**src/rtl/scw_pkg.sv**
```systemverilog
package scw_pkg;
    localparam int FLIT_W  = 64;
    localparam int WORD_W  = 16;
    localparam int RES_W   = 2;
    localparam int LEN_W   = 16;
    localparam int EFF_W   = 5;
    localparam int LANES   = FLIT_W / WORD_W;
    localparam int SLOTS   = FLIT_W / RES_W;
    localparam int LANE_W  = $clog2(LANES);
    localparam int SLOT_W  = $clog2(SLOTS);
    localparam int XFER_W  = LEN_W - SLOT_W + 1;

    typedef enum logic [1:0] {
        SEL_NONE = 2'd0,
        SEL_LEN  = 2'd1,
        SEL_MODE = 2'd2,
        SEL_STOP = 2'd3
    } cfg_sel_e;

    typedef struct packed {
        logic [LEN_W-1:0] len;
        logic [1:0]       phy;
        logic [2:0]       rate;
        logic [4:0]       iters;
        logic [7:0]       thresh;
        logic             dstop;
    } core_cfg_t;

    function automatic logic [XFER_W-1:0] flits_for(input logic [LEN_W-1:0] n);
        logic [LEN_W:0] t;
        t = {1'b0, n} + (LEN_W+1)'(SLOTS - 1);
        return XFER_W'(t >> SLOT_W);
    endfunction
endpackage

```
**src/rtl/scw_fifo.sv**
```systemverilog
module scw_fifo #(
    parameter int W     = 64,
    parameter int DEPTH = 8
) (
    input  logic         clk,
    input  logic         rst,
    input  logic         push,
    input  logic [W-1:0] wdata,
    input  logic         pop,
    output logic [W-1:0] rdata,
    output logic         full,
    output logic         empty
);
    localparam int AW = (DEPTH > 1) ? $clog2(DEPTH) : 1;
    localparam int CW = $clog2(DEPTH + 1);

    logic [W-1:0]  mem [DEPTH];
    logic [AW-1:0] wp, rp;
    logic [CW-1:0] cnt;
    logic          do_push, do_pop;

    assign full    = (cnt == CW'(DEPTH));
    assign empty   = (cnt == '0);
    assign do_push = push && !full;
    assign do_pop  = pop && !empty;
    assign rdata   = mem[rp];

    always_ff @(posedge clk) begin
        if (do_push) mem[wp] <= wdata;
    end

    always_ff @(posedge clk) begin
        if (rst) begin
            wp  <= '0;
            rp  <= '0;
            cnt <= '0;
        end else begin
            if (do_push) wp <= (wp == AW'(DEPTH - 1)) ? '0 : wp + 1'b1;
            if (do_pop)  rp <= (rp == AW'(DEPTH - 1)) ? '0 : rp + 1'b1;
            cnt <= cnt + CW'(do_push) - CW'(do_pop);
        end
    end

    AST_NO_OVERFLOW: assert property (@(posedge clk) disable iff (rst)
        cnt <= CW'(DEPTH));
endmodule

```
**src/rtl/scw_unpacker.sv**
```systemverilog
module scw_unpacker
    import scw_pkg::*;
(
    input  logic              clk,
    input  logic              rst,
    input  logic [FLIT_W-1:0] flit,
    input  logic              flit_avail,
    input  logic              drdy,
    input  logic [LEN_W-1:0]  len,
    output logic              flit_pop,
    output logic [WORD_W-1:0] d,
    output logic              den,
    output logic              dblk
);
    logic [WORD_W-1:0] lane_word [LANES];
    logic [LANE_W-1:0] lane;
    logic [LEN_W-1:0]  wcnt;
    logic              last_word, last_lane;

    for (genvar g = 0; g < LANES; g++) begin : g_lane
        assign lane_word[g] = flit[g*WORD_W +: WORD_W];
    end

    assign den       = flit_avail && drdy;
    assign d         = lane_word[lane];
    assign last_word = (wcnt == len - 1'b1);
    assign last_lane = (lane == LANE_W'(LANES - 1));
    assign flit_pop  = den && (last_lane || last_word);
    assign dblk      = den && (wcnt == '0);

    always_ff @(posedge clk) begin
        if (rst) begin
            lane <= '0;
            wcnt <= '0;
        end else if (den) begin
            lane <= flit_pop ? '0 : lane + 1'b1;
            wcnt <= last_word ? '0 : wcnt + 1'b1;
        end
    end

    AST_EN_NEEDS_RDY: assert property (@(posedge clk) disable iff (rst)
        den |-> drdy);
    AST_START_ONCE: assert property (@(posedge clk) disable iff (rst)
        (dblk && len != 16'd1 && $stable(len)) |=> !dblk);
endmodule

```
**src/rtl/scw_packer.sv**
```systemverilog
module scw_packer
    import scw_pkg::*;
(
    input  logic              clk,
    input  logic              rst,
    input  logic [RES_W-1:0]  q,
    input  logic              qen,
    input  logic              room,
    input  logic [LEN_W-1:0]  len,
    input  logic [EFF_W-1:0]  effit,
    output logic              qrdy,
    output logic              push,
    output logic [FLIT_W-1:0] pflit,
    output logic              done,
    output logic [XFER_W-1:0] xfer,
    output logic [EFF_W-1:0]  status
);
    logic [FLIT_W-1:0] acc, nxt;
    logic [SLOT_W-1:0] slot;
    logic [LEN_W-1:0]  rcnt;
    logic              take, last_res, slot_full;

    assign qrdy      = room;
    assign take      = qen && room;
    assign last_res  = (rcnt == len - 1'b1);
    assign slot_full = (slot == SLOT_W'(SLOTS - 1));
    assign push      = take && (slot_full || last_res);
    assign pflit     = nxt;

    always_comb begin
        nxt = acc;
        nxt[RES_W*int'(slot) +: RES_W] = q;
    end

    always_ff @(posedge clk) begin
        if (rst) begin
            acc    <= '0;
            slot   <= '0;
            rcnt   <= '0;
            done   <= 1'b0;
            xfer   <= '0;
            status <= '0;
        end else begin
            done <= take && last_res;
            if (take) begin
                acc  <= push ? '0 : nxt;
                slot <= push ? '0 : slot + 1'b1;
                rcnt <= last_res ? '0 : rcnt + 1'b1;
                if (last_res) begin
                    xfer   <= flits_for(len);
                    status <= effit;
                end
            end
        end
    end

    AST_DONE_AFTER_LAST: assert property (@(posedge clk) disable iff (rst)
        $rose(done) |-> $past(qen && room));
    AST_STATUS_HOLD: assert property (@(posedge clk) disable iff (rst)
        !done |-> $stable(status));
    AST_QRDY_ROOM: assert property (@(posedge clk) disable iff (rst)
        push |-> qrdy);
endmodule

```
**src/rtl/slave_core_wrapper.sv**
```systemverilog
module slave_core_wrapper
    import scw_pkg::*;
#(
    parameter int IN_DEPTH  = 8,
    parameter int OUT_DEPTH = 4
) (
    input  logic         clk,
    input  logic         rst,
    input  logic         cfg_we,
    input  logic [1:0]   cfg_sel,
    input  logic [15:0]  cfg_wdata,
    input  logic         in_valid,
    input  logic [63:0]  in_flit,
    output logic         in_ready,
    input  logic         core_drdy,
    output logic [15:0]  core_d,
    output logic         core_den,
    output logic         core_dblk,
    input  logic [1:0]   core_q,
    input  logic         core_qen,
    output logic         core_qrdy,
    input  logic [4:0]   core_effit,
    output logic [15:0]  blk_len,
    output logic [1:0]   phy_mode,
    output logic [2:0]   code_rate,
    output logic [4:0]   max_iter,
    output logic [7:0]   stop_thresh,
    output logic         dyn_stop,
    input  logic         out_pop,
    output logic         out_valid,
    output logic [63:0]  out_flit,
    output logic         done,
    output logic [11:0]  xfer_flits,
    output logic [4:0]   eff_iter
);
    core_cfg_t         cfg_q;
    logic              in_full, in_empty, in_pop;
    logic [FLIT_W-1:0] in_head;
    logic              out_full, out_empty, out_push;
    logic [FLIT_W-1:0] out_wr;

    always_ff @(posedge clk) begin
        if (rst) begin
            cfg_q <= '0;
        end else if (cfg_we) begin
            case (cfg_sel_e'(cfg_sel))
                SEL_LEN:  cfg_q.len <= cfg_wdata;
                SEL_MODE: begin
                    cfg_q.phy   <= cfg_wdata[1:0];
                    cfg_q.rate  <= cfg_wdata[4:2];
                    cfg_q.iters <= cfg_wdata[9:5];
                end
                SEL_STOP: begin
                    cfg_q.thresh <= cfg_wdata[7:0];
                    cfg_q.dstop  <= cfg_wdata[8];
                end
                default: ;
            endcase
        end
    end

    assign blk_len     = cfg_q.len;
    assign phy_mode    = cfg_q.phy;
    assign code_rate   = cfg_q.rate;
    assign max_iter    = cfg_q.iters;
    assign stop_thresh = cfg_q.thresh;
    assign dyn_stop    = cfg_q.dstop;

    scw_fifo #(.W(FLIT_W), .DEPTH(IN_DEPTH)) u_in_fifo (
        .clk(clk), .rst(rst), .push(in_valid), .wdata(in_flit),
        .pop(in_pop), .rdata(in_head), .full(in_full), .empty(in_empty)
    );
    assign in_ready = !in_full;

    scw_unpacker u_unpack (
        .clk(clk), .rst(rst), .flit(in_head), .flit_avail(!in_empty),
        .drdy(core_drdy), .len(cfg_q.len), .flit_pop(in_pop),
        .d(core_d), .den(core_den), .dblk(core_dblk)
    );

    scw_packer u_pack (
        .clk(clk), .rst(rst), .q(core_q), .qen(core_qen), .room(!out_full),
        .len(cfg_q.len), .effit(core_effit), .qrdy(core_qrdy),
        .push(out_push), .pflit(out_wr), .done(done), .xfer(xfer_flits),
        .status(eff_iter)
    );

    scw_fifo #(.W(FLIT_W), .DEPTH(OUT_DEPTH)) u_out_fifo (
        .clk(clk), .rst(rst), .push(out_push), .wdata(out_wr),
        .pop(out_pop), .rdata(out_flit), .full(out_full), .empty(out_empty)
    );
    assign out_valid = !out_empty;

    AST_CFG_HOLD: assert property (@(posedge clk) disable iff (rst)
        !cfg_we |=> $stable(cfg_q));
    AST_IDLE_SEL_HOLD: assert property (@(posedge clk) disable iff (rst)
        (cfg_we && cfg_sel == 2'd0) |=> $stable(cfg_q));
endmodule

```
**config.mk**
```make
export PLATFORM = sky130hd
export DESIGN_NAME = slave_core_wrapper
export DESIGN_NICKNAME = d
export VERILOG_FILES = /design/src/rtl/scw_pkg.sv /design/src/rtl/scw_fifo.sv /design/src/rtl/scw_unpacker.sv /design/src/rtl/scw_packer.sv /design/src/rtl/slave_core_wrapper.sv
export SDC_FILE = /design/constraint.sdc
export NUM_CORES = 1
export LEC_CHECK = 0
export BUFFER_PORTS_ARGS = -buffer_cell sky130_fd_sc_hd__buf_2
export CORE_MARGIN = 1.5
export CORE_UTILIZATION = 45
export DETAILED_ROUTE_END_ITERATION = 6
export PLACE_DENSITY = 0.69
export SLEW_MARGIN = 20
export SYNTH_ARGS = -nofsm -noshare
export SYNTH_HDL_FRONTEND = slang
export SYNTH_SLANG_ARGS = --single-unit
```
**constraint.sdc**
```tcl
create_clock -name clk -period 16.8 [get_ports clk]
set_input_delay 0.84 -clock clk [delete_from_list [all_inputs] [get_ports clk]]
set_output_delay 0.84 -clock clk [all_outputs]
set_load 0.05 [all_outputs]
```
==> summary.txt, run 1 <==
Max-slew violations -> 0
Initial drt markers -> 1,400
Critical Path Max Stage Delay -> 0.89 ns
Setup CP Type -> reg2reg
Ys async rst share -> 0%
Setup-failing EPs final -> 0
Setup_tns -> 0 ns
Syn_nets -> 2,219
Worst Setup End Kind -> register
Fmax -> 0.195 GHz
Die W -> 293 um
CTS tree -> yes
Top cells by area, synth -> edfxtp_1 (61%), mux4_2 (13%), dfxtp_1 (9.4%), mux2_2 (2.4%), a22o_1 (1.6%)
Top-area cell type share of the netlist area -> 61.1%
Die Height -> 293 um
Endpoints failing hold -> 0
Cell area power density -> 127 nW/um2
Post-synth top area cell -> edfxtp_1
Post-CTS sizing -> 0
Fill cells -> 6,493
Post-Syn Area -> 37,700 um2
Total CTS buffers -> 95
Status -> complete, no violations
Yosys cell types -> 68
FF-to-FF End -> u_out_fifo.mem[3][42]
Final Instance Count excl. Fillers -> 3,493
Synth Flop Type -> edfxtp_1
Cell Chain, Critical Path -> nor4_2 > nand4_1 > xor2_1 > o211ai_1 > or4_1 > o41ai_2 > and2_2 > buf_4
CP max stage cell -> nor4_2
YS warnings -> 0
Worst skew pair latency -> 0.69 ns
Via density -> 5.69
Slew HR -> 28.9%
PortBufs -> 233
CP startpoint kind -> register
Initial Util -> 45.7%
Register area share after synthesis -> 70.6%
Fraction of layout cells with a size suffix above 1 -> 30.1%
Drt drc -> 0
R2R depth -> 8
Setup repair bufs after CTS -> 0
Tightest Hold Check Type -> in2reg
Post-placement cell count -> 3,312
Worst setup margin -> 11.68 ns
Max FO, Critical Path -> 64
Initial antenna violation count -> 23
Max IR drop VDD -> 0.107 mV
WHS -> 0.398 ns
DIE AREA -> 85,600 um2
Most frequent cells in the layout -> edfxtp_1 (768), buf_2 (233), mux4_2 (224)
P&R area growth vs syn -> 14.4%
CTS H-Tree Depth -> 3
# hold bufs at CTS -> 0
RSZ-0062 raised after global routing -> no
Min-delay src -> core_effit[1]
Via count -> 19,900
Place WS -> 11.70 ns
Rows -> 105
Slew @ Worst Pin -> 1.07 ns
Final RePlAce weighted congestion -> 0.900
Router iterations before antenna repair -> 5
Routed Antenna Nets -> 0
Worst hold stages -> 2
Core area -> 82,500 um2
Detailed placement HPWL -> 49,300 um
WL/cell -> 23.4 um
CTS max path bufs -> 3
Reg2reg setup slack -> 11.68 ns
Syn Inst Count -> 2,095
Clock Skew -> 0.0699 ns
Remaining global-route overflow -> 0
Final Cycle Share -> 30.5%
Final net count -> 2,463
WL final -> 81,600 um
Vias in the first global route -> 20,700
Arr. time, crit path -> 5.36 ns
GRT Total Usage -> 19.3%
Hold endpoint -> u_pack.status[1]
EDFF count, synth -> 768
Commonest non-fill, non-tap cell in the layout -> edfxtp_1
Max Cap Viol -> 0
CTS root buf -> clkbuf_16
Top delay family on crit path -> simple AND/OR/NAND/NOR gates
Final min period -> 5.12 ns
Crit path buf inv count -> 1
Reg-to-reg startpoint -> blk_len[3]
CTS clk-pin slew, worst paths -> 0.06 ns
Largest net degree at the start of global routing -> 109
Worst path required time -> 17.04 ns
Leakage -> 14.5 nW
Syn Area/Cell -> 18.0 um2
Num Clock Sinks -> 946
First-pass GRT wire length -> 125,000 um
#FFs+latches synth -> 946
I/O Pins -> 234
[per-stage QoR]
stage	cell area, um2	utilization, %	power, mW
after floorplan	37700	-	3.26
after global placement	40000	48.5	3.47
after detailed placement	40000	48.5	3.49
after CTS	43100	52.3	5.53
after global routing	43100	52.3	5.67
final	43100	52.3	5.47
[state kept, by name, summed over array words and instances, names as in the netlist, 5 cells and up, named ones only]
| register | count |
|---|---|
| u_pack.xfer | 12 |
| max_iter | 5 |
| u_pack.slot | 5 |
| u_in_fifo.mem | 512 |
| stop_thresh | 8 |
| u_out_fifo.mem | 256 |
| blk_len | 16 |
| u_pack.status | 5 |
| u_pack.rcnt | 16 |
| u_unpack.wcnt | 16 |
| u_pack.acc | 64 |
[final cells by class]
cell class / instances / area, um2 / area share (%)
Inverter: 29 / 109 / 0.252
Antenna cell: 5 / 12.5 / 0.0290
Sequential cell: 946 / 26600 / 61.8
Clock inverter: 46 / 503 / 1.17
Multi-Input combinational cell: 1007 / 10600 / 24.5
Clock buffer: 130 / 2580 / 5.98
Tap cell: 1070 / 1340 / 3.10
Timing Repair Buffer: 260 / 1380 / 3.20
[cell usage after synthesis, types with 9 or more instances]
cell type	number
and2_1	12
mux2_2	79
nand4_1	11
nor2_1	106
nor4_1	14
nor3_1	35
inv_1	28
nand3_1	26
a22o_1	70
a21oi_1	39
xnor2_1	43
buf_1	23
nand2_1	131
mux2i_1	16
o21ai_0	14
edfxtp_1	768
dfxtp_1	178
mux4_2	224
ha_1	26
a32o_1	15
clkbuf_1	77
xor2_1	36
nand2b_1	13
and3_1	9
[worst max-delay path by stage]
stage	start	depth (start not counted)	slack (ns)	end
2_1_floorplan	u_in_fifo.cnt[2]	5	8.87	u_in_fifo.mem[0][0]
3_3_place_gp	blk_len[3]	8	11.94	u_out_fifo.mem[0][36]
3_5_place_dp	blk_len[3]	8	11.70	u_out_fifo.mem[3][39]
4_1_cts	blk_len[3]	8	11.65	u_out_fifo.mem[3][42]
5_1_grt	blk_len[3]	8	11.22	u_out_fifo.mem[3][42]
6_report	blk_len[3]	8	11.68	u_out_fifo.mem[3][42]
[report_power, final]
part,leakage [nW],internal (mW),switching (mW)
clock network,1.48,1.16,0.881
logic,4.43,0.258,0.526
registers,8.59,2.60,0.0445
[cell families (layout without fill, tap and decap cells)]
kind of cell / count (synthesis) / after routing / share of synthesized area [%]
AOI/OAI and AO/OA: 175 / 175 / 3.55
muxes: 319 / 319 / 16.2
adders and majority gates: 28 / 28 / 0.969
other: 0 / 5 / 0
buffers and inverters: 142 / 465 / 1.58
and+or+nand+nor: 403 / 403 / 5.15
xor gates and xnor gates: 82 / 82 / 2.01
DFF: 946 / 946 / 70.6
[per-layer routing]
layer,GRT usage [%],up-vias,wire (um)
li1,-,8826,-
met1,24.6,10200,33100
met2,33.2,632,41200
met5,0,-,155
met3,3.66,160,4770
met4,6.36,24,2420
(Power assumes the default switching activity.)
==> inputs of run 2 (changes only) <==
PLACE_DENSITY = 0.71   (was 0.69)
clock period = 4.29 ns   (was 16.8 ns; I/O delays follow)
==> run 2 against run 1 <==
  * Sequential share of layout area decreased by 1.9 points
  * Largest power group unchanged
  * Setup slack lost 11 ns
  * Clock-buffer cell count is 8 lower
  * Cell count is 3.4% higher
  * Flip-flop and latch count unchanged
  * Sequential power increased to 3.9 times the previous value
  * Total power grew to 3.9 times the previous value
==> summary.txt, run 2 (synthesis results as in run 1) <==
First-pass GRT wire length -> 129,000 um (+2.9%)
Core area -> 82,500 um2 (unchanged)
Arr. time, crit path -> 4.51 ns (-0.85 ns)
Worst Setup End Kind -> register
PortBufs -> 233 (unchanged)
DIE AREA -> 85,600 um2 (unchanged)
CTS clk-pin slew, worst paths -> 0.06 ns (about the same)
Max Cap Viol -> 0 (unchanged)
Final min period -> 3.99 ns (-1.13 ns)
CTS H-Tree Depth -> 3 (unchanged)
WHS -> 0.0408 ns (-0.358 ns)
Num Clock Sinks -> 946 (unchanged)
Slew HR -> 27.2% (-1.7 points)
R2R depth -> 16 (+8)
Initial antenna violation count -> 11 (-52%)
Final net count -> 2,585 (+5.0%)
Initial Util -> 45.7% (unchanged)
Most frequent cells in the layout -> edfxtp_1 (768), buf_2 (233), mux4_2 (224)
Cell area power density -> 486 nW/um2 (+280%)
Routed Antenna Nets -> 0 (unchanged)
Drt drc -> 0 (unchanged)
Max-slew violations -> 0 (unchanged)
Router iterations before antenna repair -> 5 (unchanged)
Total CTS buffers -> 93 (-2.1%)
WL final -> 84,300 um (+3.3%)
Max FFs per register -> 512 (unchanged)
CP startpoint kind -> register
Leakage -> 15.1 nW (+4.3%)
Rows -> 105 (unchanged)
Max IR drop VDD -> 0.344 mV (+220%)
Final Instance Count excl. Fillers -> 3,611 (+3.4%)
CTS root buf -> clkbuf_16
Die W -> 293 um (unchanged)
Multi-input gate area -> 10,600 um2 (+0.27%)
Vias in the first global route -> 21,500 (+4.0%)
Tightest Hold Check Type -> in2reg
Sequential cell area -> 26,600 um2 (unchanged)
Final Cycle Share -> 93.0% (+63 points)
Worst skew pair latency -> 0.65 ns (-0.04 ns)
Final RePlAce weighted congestion -> 0.882 (-2.0%)
Via count -> 20,400 (+2.6%)
CTS max path bufs -> 3 (unchanged)
Endpoints failing hold -> 0 (unchanged)
Clock Skew -> 0.0350 ns (-0.0349 ns)
Remaining global-route overflow -> 0 (unchanged)
Setup CP Type -> reg2reg
Setup-failing EPs final -> 0 (unchanged)
RSZ-0062 raised after global routing -> no
Commonest non-fill, non-tap cell in the layout -> edfxtp_1
Worst path required time -> 4.81 ns (-12.23 ns)
Max FO, Critical Path -> 3 (-95%)
Die Height -> 293 um (unchanged)
Fill cells -> 6,345 (-2.3%)
Post-placement cell count -> 3,350 (+1.1%)
Largest regs -> u_in_fifo.mem: 512 flops, u_out_fifo.mem: 256 flops, u_pack.acc: 64 flops
Detailed placement HPWL -> 52,100 um (+5.7%)
Fraction of layout cells with a size suffix above 1 -> 30.5% (+0.43 points)
Initial drt markers -> 1,551 (+11%)
Via density -> 5.65 (-0.75%)
GRT Total Usage -> 19.8% (+0.48 points)
Most flops, register -> u_in_fifo.mem
I/O Pins -> 234 (unchanged)
P&R area growth vs syn -> 17.9%
CTS tree -> yes
Fmax -> 0.251 GHz (+28%)
Status -> complete, no violations
WL/cell -> 23.4 um (about the same)
Worst hold stages -> 2 (unchanged)
Largest net degree at the start of global routing -> 66 (-39%)
Slew @ Worst Pin -> 1.09 ns (+0.0199 ns)
-- run 2: changes by cell type in the layout (fill, tap and decap cells not counted), sizes merged, moves of 3 or more --
cell | before | now
clkbuf | 130 | 122
dlygate4sd3 | 0 | 86
inv | 30 | 33
buf | 260 | 298
-- run 2: per-stage QoR --
stage / utilization, % / TNS [ns] / area (um2) / power [mW] / worst slack (ns)
2_1_floorplan: - / -425.88 / 37800 / 12.8 / -1.90
4_1_cts: 53.9 / 0 / 44500 / 21.8 / 0.240
6_report: 53.9 / 0 / 44500 / 21.6 / 0.301
3_5_place_dp: 49.1 / 0 / 40500 / 13.7 / 0.261
5_1_grt: 53.9 / 0 / 44500 / 22.3 / 0.0684
3_3_place_gp: 49.1 / 0 / 40500 / 13.6 / 0.375
-- run 2: layout make-up --
type	instances	share of cell area, %
inverter	29	0.245
clock buffer	122	5.82
multi-input combinational	1007	23.8
sequential	946	59.9
antenna	6	0.0338
timing repair buffer	384	6.10
clock inverter	47	1.07
tap	1070	3.01
-- run 2: where the power goes --
part | total [mW] | switching (mW) | internal [mW]
registers | 10.4 | 0.228 | 10.2
clock network | 8.06 | 3.47 | 4.59
logic | 3.13 | 2.03 | 1.10
total | 21.6 | 5.72 | 15.9
-- run 2: path summary, 6_finish.rpt --
path,start,endpoint,slack [ns]
setup / recovery,blk_len[0],u_in_fifo.cnt[2],0.30
hold / removal,rst,u_in_fifo.cnt[1],0.04
setup reg to reg,blk_len[0],u_in_fifo.cnt[2],0.30
hold reg to reg,stop_thresh[1],stop_thresh[1],0.45
-- run 2: worst max-delay path: stages, from the launching register on --
cell and delay [ns]:
dfxtp_1 0.31, inv_1 0.05, ha_1 0.17, or4b_1 0.58, nor4_1 0.34, xnor2_1 0.23, xnor2_1 0.09, or3_1 0.36
o41a_1 0.46, nor2_1 0.17, ha_1 0.26, inv_1 0.06, ha_1 0.15, inv_1 0.06, fa_1 0.38, xor2_1 0.14
nor2_1 0.06
-- run 2: what timing repair did --
item                       4_1_cts  5_1_grt
gates resized for setup          0        1
hold endpoints to repair       554        0
hold buffers                    86        0
setup buffers                    0        0
setup endpoints to repair        0        1
-- run 2: routing by layer --
metal  share of wire, %  global-route usage, %
met5              0.074                      0
met4                2.7                   6.51
met3                5.4                   3.31
met2                 51                   34.1
met1                 41                   25.5
